`src/rtl/spi_port_pkg.sv`:
```
package spi_port_pkg;

  typedef enum logic [1:0] {ROLE_OFF, ROLE_MASTER, ROLE_SLAVE} role_e;

  // Control layout: bit 5 enable, bit 4 clock polarity, bits 3:0 mode code
  typedef struct packed {
    logic       en;
    logic       cpol;
    logic [3:0] mode;
  } ctrl_t;

  function automatic role_e decode_role(input logic [3:0] m);
    if (m[3:2] == 2'b00)       return ROLE_MASTER;
    else if (m[3:1] == 3'b010) return ROLE_SLAVE;
    else                       return ROLE_OFF;
  endfunction

endpackage

```
`src/rtl/spi_sync.sv`:
```
module spi_sync #(
  parameter int             W      = 1,
  parameter int             STAGES = 2,
  parameter logic [W-1:0]   INIT   = '0
) (
  input  logic         clk,
  input  logic         rst,
  input  logic [W-1:0] d,
  output logic [W-1:0] q
);
  logic [W-1:0] chain [STAGES+1];

  assign chain[0] = d;

  for (genvar g = 0; g < STAGES; g++) begin : g_stage
    always_ff @(posedge clk) begin
      if (rst) chain[g+1] <= INIT;
      else     chain[g+1] <= chain[g];
    end
  end

  assign q = chain[STAGES];
endmodule

```
`src/rtl/spi_clkgen.sv`:
```
module spi_clkgen #(
  parameter int HALF_BASE = 4
) (
  input  logic       clk,
  input  logic       rst,
  input  logic       start,
  input  logic       cpol,
  input  logic [1:0] div_sel,
  output logic       sck_q,
  output logic       run
);
  localparam int MAXHALF = HALF_BASE << 6;
  localparam int DIVW    = $clog2(MAXHALF + 1);

  logic [DIVW-1:0] div_cnt;
  logic [DIVW-1:0] half_m1;
  logic [3:0]      tgl_cnt;

  always_comb half_m1 = DIVW'((HALF_BASE << (2 * div_sel)) - 1);

  always_ff @(posedge clk) begin
    if (rst) begin
      run     <= 1'b0;
      div_cnt <= '0;
      tgl_cnt <= '0;
      sck_q   <= cpol;
    end else if (!run) begin
      sck_q <= cpol;
      if (start) begin
        run     <= 1'b1;
        div_cnt <= half_m1;
        tgl_cnt <= '0;
      end
    end else if (div_cnt == '0) begin
      sck_q   <= ~sck_q;
      div_cnt <= half_m1;
      if (tgl_cnt == 4'd15) run <= 1'b0;
      else                  tgl_cnt <= tgl_cnt + 4'd1;
    end else begin
      div_cnt <= div_cnt - 1'b1;
    end
  end

  // no SCK change until the half-period count runs out
  a_r3_half_stable: assert property (@(posedge clk) disable iff (rst)
    (run && div_cnt != '0) |=> $stable(sck_q));

  // an idle generator settles on the polarity level
  a_r4_idle_rest: assert property (@(posedge clk) disable iff (rst)
    (!run && !start) |=> (sck_q == $past(cpol)));
endmodule

```
`src/rtl/spi_shifter.sv`:
```
module spi_shifter #(
  parameter int W = 8
) (
  input  logic         clk,
  input  logic         rst,
  input  logic         cpol,
  input  logic         sck_s,
  input  logic         sdi_s,
  input  logic         ss_clr,
  input  logic         load,
  input  logic [W-1:0] load_data,
  output logic         sdo_bit,
  output logic         busy,
  output logic         done,
  output logic [W-1:0] rx_data
);
  localparam int CW = $clog2(W);

  logic          sck_prev;
  logic [W-1:0]  sh;
  logic [CW-1:0] cnt;
  logic          rx_bit;
  logic          lead, trail;

  always_comb begin
    lead  = (sck_s != sck_prev) && (sck_s != cpol);
    trail = (sck_s != sck_prev) && (sck_s == cpol);
  end

  always_ff @(posedge clk) begin
    done <= 1'b0;
    if (rst) begin
      sck_prev <= cpol;
      sh       <= '0;
      cnt      <= '0;
      rx_bit   <= 1'b0;
      rx_data  <= '0;
    end else begin
      sck_prev <= sck_s;
      if (ss_clr) begin
        cnt <= '0;
      end else if (load) begin
        sh <= load_data;
      end else if (lead) begin
        rx_bit <= sdi_s;
        if (cnt == CW'(W - 1)) begin
          cnt     <= '0;
          done    <= 1'b1;
          rx_data <= {sh[W-2:0], sdi_s};
        end else begin
          cnt <= cnt + 1'b1;
        end
      end else if (trail && cnt != '0) begin
        sh <= {sh[W-2:0], rx_bit};
      end
    end
  end

  assign sdo_bit = sh[W-1];
  assign busy    = (cnt != '0);

  // between bytes the shift register only changes by a host load
  a_r6_hold_between: assert property (@(posedge clk) disable iff (rst)
    (cnt == '0 && !load) |=> $stable(sh));

  // an active slave-select hold leaves the counter at zero
  a_r9_ss_clears: assert property (@(posedge clk) disable iff (rst)
    ss_clr |=> !busy);
endmodule

```
`src/rtl/spi_port.sv`:
```
module spi_port
  import spi_port_pkg::*;
#(
  parameter int DATA_W    = 8,
  parameter int HALF_BASE = 4
) (
  input  logic              clk,
  input  logic              rst,
  input  logic              ctrl_wr,
  input  logic [5:0]        ctrl_wdata,
  input  logic              buf_wr,
  input  logic [DATA_W-1:0] buf_wdata,
  input  logic              buf_rd,
  output logic [DATA_W-1:0] buf_rdata,
  output logic              buf_full,
  output logic              wcol,
  input  logic              sck_i,
  output logic              sck_o,
  output logic              sck_oe,
  input  logic              sdi,
  output logic              sdo,
  output logic              sdo_oe,
  input  logic              ss_n
);
  ctrl_t       ctrl;
  role_e       role;
  logic        eng_rst;
  logic        is_master, is_slave, ss_used;
  logic        sck_s, sdi_s, ss_s;
  logic        ss_clr, load, start, busy;
  logic        gen_sck, gen_run;
  logic        sh_msb, sh_busy, rx_done;
  logic [DATA_W-1:0] rx_data;
  logic [DATA_W-1:0] buf_q;

  always_ff @(posedge clk) begin
    if (rst)          ctrl <= '0;
    else if (ctrl_wr) ctrl <= ctrl_t'(ctrl_wdata);
  end

  always_comb begin
    role      = decode_role(ctrl.mode);
    eng_rst   = rst || !ctrl.en;
    is_master = (role == ROLE_MASTER);
    is_slave  = (role == ROLE_SLAVE);
    ss_used   = is_slave && !ctrl.mode[0];
    ss_clr    = ss_used && ss_s;
    busy      = gen_run || sh_busy;
    load      = buf_wr && !busy && (is_master || is_slave);
    start     = load && is_master;
  end

  spi_sync #(.W(3), .STAGES(2), .INIT(3'b100)) sync_i (
    .clk (clk),
    .rst (rst),
    .d   ({ss_n, sck_i, sdi}),
    .q   ({ss_s, sck_s, sdi_s})
  );

  spi_clkgen #(.HALF_BASE(HALF_BASE)) clkgen_i (
    .clk     (clk),
    .rst     (eng_rst),
    .start   (start),
    .cpol    (ctrl.cpol),
    .div_sel (ctrl.mode[1:0]),
    .sck_q   (gen_sck),
    .run     (gen_run)
  );

  spi_shifter #(.W(DATA_W)) shifter_i (
    .clk       (clk),
    .rst       (eng_rst),
    .cpol      (ctrl.cpol),
    .sck_s     (sck_s),
    .sdi_s     (sdi_s),
    .ss_clr    (ss_clr),
    .load      (load),
    .load_data (buf_wdata),
    .sdo_bit   (sh_msb),
    .busy      (sh_busy),
    .done      (rx_done),
    .rx_data   (rx_data)
  );

  always_ff @(posedge clk) begin
    if (rst)          buf_q <= '0;
    else if (load)    buf_q <= buf_wdata;
    else if (rx_done) buf_q <= rx_data;
  end

  always_ff @(posedge clk) begin
    if (eng_rst) begin
      sck_o    <= ctrl.cpol;
      sck_oe   <= 1'b0;
      sdo      <= 1'b0;
      sdo_oe   <= 1'b0;
      buf_full <= 1'b0;
      wcol     <= 1'b0;
    end else begin
      sck_o  <= is_master ? gen_sck : ctrl.cpol;
      sck_oe <= is_master;
      sdo    <= sh_msb;
      sdo_oe <= is_master || (is_slave && !ss_clr);
      if (rx_done)     buf_full <= 1'b1;
      else if (buf_rd) buf_full <= 1'b0;
      if (ctrl_wr)                     wcol <= 1'b0;
      else if (buf_wr && busy)         wcol <= 1'b1;
    end
  end

  assign buf_rdata = buf_q;

  // a disabled port drives nothing on the next cycle
  a_r1_off_quiet: assert property (@(posedge clk) disable iff (rst)
    !ctrl.en |=> (!sck_oe && !sdo_oe && !buf_full));

  // a finished byte raises the full flag
  a_r7_full_after_done: assert property (@(posedge clk) disable iff (eng_rst)
    (rx_done && !ctrl_wr) |=> buf_full);

  // a write during a transfer is flagged
  a_r8_collision: assert property (@(posedge clk) disable iff (eng_rst)
    (buf_wr && busy && !ctrl_wr) |=> wcol);

  // an inactive mode code never enables an output
  a_r2_off_mode: assert property (@(posedge clk) disable iff (eng_rst)
    (role == ROLE_OFF && !ctrl_wr) |=> (!sck_oe && !sdo_oe));
endmodule

```
`config.mk`:
```
export PLATFORM = sky130hd
export DESIGN_NAME = spi_port
export DESIGN_NICKNAME = d
export VERILOG_FILES = /design/src/rtl/spi_port_pkg.sv /design/src/rtl/spi_sync.sv /design/src/rtl/spi_clkgen.sv /design/src/rtl/spi_shifter.sv /design/src/rtl/spi_port.sv
export SDC_FILE = /design/constraint.sdc
export NUM_CORES = 1
export LEC_CHECK = 0
export ABC_AREA = 1
export CORE_MARGIN = 5
export CORE_UTILIZATION = 55
export CTS_CLUSTER_DIAMETER = 40
export DETAILED_ROUTE_END_ITERATION = 10
export PLACE_DENSITY = 0.89
export SLEW_MARGIN = 20
export SYNTH_ARGS = -nofsm -noshare
export SYNTH_HDL_FRONTEND = slang
export SYNTH_HIERARCHICAL = 1
export SYNTH_SLANG_ARGS = --single-unit
```
`constraint.sdc`:
```
create_clock -name clk -period 4.9 [get_ports clk]
set_input_delay 0.49 -clock clk [delete_from_list [all_inputs] [get_ports clk]]
set_output_delay 0.49 -clock clk [all_outputs]
set_load 0.005 [all_outputs]
```
# == Yosys cells after proc, flatten, opt, wreduce, memory -nomap -nowiden ==
# Index checks and enable logic that the tools add are counted.
# op_classes
multipliers,0
magnitude_cmp,0
n_reduce_logical,33
mux,28
shift,1
n_div,0
add_sub_neg,4
n_eq_ne,12
bitwise,4
# ops
cell,count
8-bit two-way mux,5
9-bit two-way mux,3
4-bit two-way mux,4
1-bit two-way mux,13
1-bit logical AND,10
9-bit logical NOT,1
3-bit AND reduction,3
"3-bit by 3-bit << shifter with 9-bit output, first input constant",1
"9-bit by 1-bit subtractor with 9-bit output, second input constant",1
"9-bit by 2-bit subtractor with 9-bit output, second input constant",1
2-bit nonzero test,4
"2-bit inequality test, second input constant",3
"4-bit by 1-bit adder with 4-bit output, second input constant",1
"4-bit == test, second input constant",1
1-bit logical NOT,4
1-bit logical OR,4
2-bit two-way mux,2
1-bit NOT,4
4-bit AND reduction,1
2-bit OR reduction,2
4-bit OR reduction,1
"3-bit by 1-bit adder with 3-bit output, second input constant",1
"3-bit by 2-bit == test with 1-bit output, second input constant",1
"3-bit == test, second input constant",1
9 further kinds,10
# word_totals
romBits,0
n_memories,0
inputBits,22
output_inout_bits,14
word_cells,104
ramBits,0
regBits,63
latchBits,0

# == Longest topological paths before layout ==
# logic_depth
ltp_word,9
mapped_depth,17
ltp_nobuf,15

# == Modules after synthesis ==
# The synthesis kept the hierarchy.
# modules_own_cells
module,seq_area_each_um2,instances,cells_each,area_per_inst_um2
spi_shifter,440.4,1,164,1182.4
spi_clkgen,310.3,1,140,955.9
spi_port,400.4,1,129,919.6
spi_sync,120.1,1,22,191.4

# == Least setup slack after synthesis ==
# Ideal clock, no wire load.
# synth_path
path_type,flip-flop to flip-flop
startpoint,reg shifter_i.cnt[0]
endpoint,reg shifter_i.sh[6]
period_less_slack_ns,1.953
required_ns,4.787
setup_time_ns,0.113
setup_slack_ns,2.947
path_buffers,2
t_arrival_ns,1.840
stages_incl_launch_ff,17
path_cell_list,dfxtp_1 -> inv_1 -> ha_1 -> nand2_1 -> inv_1 -> nand2_1 -> nor2_8 -> nand2_4 -> buf_6 -> inv_2 -> inv_2 -> nand3_2 -> nand2_2 -> inv_4 -> buf_6 -> a21oi_2 -> nor2_2
# synth_between
elab_chain_cells,7
elab_cells_between_ends,10
cone_classes,eq/ne (1); mux (1); reduce/logical (8)
# synth_rtl
item,line_no,source
"start, declared",spi_shifter.sv:21,logic [CW-1:0] cnt;
"start signal, assigned",spi_shifter.sv:51,cnt <= cnt + 1'b1;
3-bit nonzero test (*),spi_shifter.sv:60,assign busy = (cnt != '0);
via sh_busy,spi_port.sv:32,"logic sh_msb, sh_busy, rx_done;"
1-bit logical OR (*),spi_port.sv:48,busy = gen_run || sh_busy;
1-bit logical NOT (*),spi_port.sv:49,load = buf_wr && !busy && (is_master || is_slave);
1-bit logical AND (*) (2 in series),spi_port.sv:49,
via load,spi_port.sv:30,"logic ss_clr, load, start, busy;"
2-bit inequality test (no source line) or 2-bit nonzero test (tied branches),n/a,
3-bit AND reduction (no source line),n/a,
"end signal, assigned",spi_shifter.sv:43,sh <= load_data;
"end signal, assigned",spi_shifter.sv:54,"sh <= {sh[W-2:0], rx_bit};"
"end, declared",spi_shifter.sv:20,logic [W-1:0] sh;
# The timed path passes the listed nets; every way through them passes the cells marked *.
# A chain may end at the register's enable or synchronous reset.

# == Worst setup path after layout ==
# layout_path
startpoint,in rst
endpoint,reg shifter_i.rx_data[4]
# layout_between
elab_chain_cells,1
# layout_rtl
item,line_no,source
"start, declared",spi_port.sv:8,"input logic rst,"
1-bit logical OR,spi_port.sv:43,eng_rst = rst || !ctrl.en;
via eng_rst,spi_port.sv:27,logic eng_rst;
"end signal, assigned",spi_shifter.sv:49,"rx_data <= {sh[W-2:0], sdi_s};"
"end, declared",spi_shifter.sv:15,output logic [W-1:0] rx_data
# The timed path passes the listed nets, and every way through them passes these cells.

==> metrics.cfg <==
[yosys]
ys_ff_latch = 63
syn_inst = 455
syn-num-nets = 483
yosysTopAreaCellShare_pct = 38.2
synth-edff-count = 1
synth_cell_type_count = 37
ys_warn_count = 6
yosys-top-cells-count = nand2_1 (116), dfxtp_1 (62), inv_1 (55), nor2_1 (52), nand3_1 (33)
avgSynthCellArea_um2 = 7.14
yosys.area.top_type = dfxtp_1
syn_area_um2 = 3250
synthArstFlopShare_pct = 0
synth.area.top_cells = dfxtp_1 (38%), nand2_1 (13%), inv_1 (6.4%)
synth_flop_cell = dfxtp_1
yosysSeqAreaShare_pct = 39.1
yosysMostFrequentCell = nand2_1

[floorplanning]
core_area_um2 = 5820
num_rows = 28
die_w_um = 86.9
initial_core_util_pct = 55.9
fp.dieH_um = 86.9
ioPinCount = 36
die_area_um2 = 7550

[timing]
setup_viol = 0
tns_ns = 0
fin_crit_sh_pct = 51.4
clock_skew_ns = 0.0118
slew_violations = 0
fmax_mhz = 397
setup_ws_ns = 2.38
slew_headroom_pct = 53.7
hold_violations = 0
worst_pin_slew_ns = 0.692
rsz0062_at_grt = false
min_period_ns = 2.52

[clocking]
numCtsBuffers = 9
clk_latency_ns = 0.35
cts_max_path_buffers = 2
cts_tree = yes
cts_setup_buffers = 0
cts_hold_buf = 0
clk_pin_slew_ns = 0.07
root_buffer = clkbuf_8
cts_resized = 0
htree_num_levels = 3
clock_sinks = 63

[drt]
avgViaCountPerCell = 5.17
antenna_left = 0
wirelength_mm = 7.01
drt_first_iter_violations = 256
wire_per_inst_um = 12.4
drtPass1Iterations = 5
num_vias = 2929
drcViolationCount = 0

[power_and_ir_drop]
combPwrFrac_pct = 14.4
power_switching_uw = 293
power.density_nw_per_um2 = 292
p_leak_uw = 0.00176
vdd_drop_max_uv = 191
p_seq_share_pct = 49.4
p_clk_share_pct = 36.2
p_total_uw = 1100
switching_share_pct = 26.7
p_int_uw = 805

[final_layout]
nets = 516
antennaDiodeCount = 0
nFillCells = 516
drive_gt1_share_pct = 12.8
final_core_util_pct = 64.8
area_delta_synth_final_pct = 15.9

[global_routing]
antenna_found_initial = 0
grt_pass1_vias = 2778
grt_max_degree = 21
grt_usage_pct = 20.3
grt_overflow = 0
grt_pass1_wl_mm = 12.0

[flow_run]
maxCapViolations = 0

[worst_setup_path]
cp-start-kind = primary input
cp-end-kind = register
path_max_fanout = 20
crit_arrival_ns = 2.75
criticalPathCategory = primary input to register
worstPathRequired_ns = 5.13

[hold_path]
hold_class = register to register

[placed_design]
hpwl_mm = 5.10
gp_congestion = 0.853
portBuffers = 35
place_ws_ns = 2.08

[status]
status = complete, no violations

## sequential cells by signal (all words and copies together), names as in the netlist, 3 cells and up
name,count
buf_rdata,8
clkgen_i/div_cnt,9
clkgen_i/tgl_cnt,4
ctrl,6
shifter_i/cnt,3
shifter_i/rx_data,8
shifter_i/sh,8
sync_i/chain,3
sync_i/q,3
## critical path: stages
cell and delay (ns):
clkdlybuf4s50_1 0.92, nor2_1 0.20, inv_1 0.49, inv_1 0.42, nand2_1 0.18, nor2_1 0.06
## cells in the final DEF, fill, tap and decap left out, drive strengths merged
cell type,Yosys,final
xnor2,1,1
nand2,126,126
clkdlybuf4s50,0,35
nor4,1,1
nand3b,1,1
dfxtp,62,62
inv,68,68
a22oi,1,1
nand3,39,39
xor2,2,2
nor3,6,6
edfxtp,1,1
o21ai,16,16
clkbuf,3,14
o31ai,1,1
a221oi,1,1
a21oi,33,33
nand4,5,5
ha,6,6
nor2,63,63
a21boi,8,8
clkinv,0,1
a211oi,1,1
## final timing paths
kind                                                     from                                end  slack, ns  depth (start not counted)
worst min-delay path               sync_i/chain[5]$_SDFF_PP1_             sync_i/q[2]$_SDFF_PP1_       0.41                          2
worst max-delay path                                      rst  shifter_i/rx_data[4]$_SDFFE_PP0P_       2.38                          6
worst max register to register  shifter_i/cnt[0]$_SDFFE_PP0P_       shifter_i/sh[3]$_SDFFE_PP0P_       2.56                         15
worst min register to register     sync_i/chain[5]$_SDFF_PP1_             sync_i/q[2]$_SDFF_PP1_       0.41                          2
## power groups by stage
stage / Clock [uW] / Combinational (uW) / Sequential [uW]
floorplan: 0 / 110 / 550
global placement: 0 / 153 / 553
detailed placement: 0 / 156 / 554
CTS: 400 / 158 / 543
global route: 434 / 176 / 544
finish: 398 / 158 / 543
## final cells by class
class | count | area (um^2) | area share, %
clock buffer | 14 | 163 | 4.32
clock inverter | 1 | 5.00 | 0.133
inverter | 68 | 258 | 6.84
multi-input combinational | 311 | 1630 | 43.2
sequential | 63 | 1270 | 33.7
tap | 75 | 93.8 | 2.49
timing repair buffer | 35 | 350 | 9.30
## stage by stage
step,cell area (um^2),hold slack [ns],cells
floorplan,3250,0.386,455
global placement,3600,0.393,552
detailed placement,3600,0.400,552
CTS,3770,0.414,567
global route,3770,0.431,567
finish,3770,0.412,567
## kinds of logic after synthesis
logic type / after synthesis / synth area share (%)
buffers and inverters: 81 / 10.8
XOR/XNOR: 3 / 0.809
adder cells (fa/ha/maj): 6 / 2.31
AO/OA/AOI/OAI: 61 / 11.7
AND/OR/NAND/NOR: 241 / 35.2
flip-flops: 63 / 39.1
## routing by layer
metal | vias to the layer above | GRT usage (%) | share of wire, %
met3 | 13 | 5.58 | 7.0
met1 | 1323 | 24.3 | 42
met4 | 0 | 9.92 | 1.8
met5 | - | 0 | 0
met2 | 95 | 33.5 | 49
li1 | 1498 | - | -
Note: power is estimated with default switching activity, not from simulation.
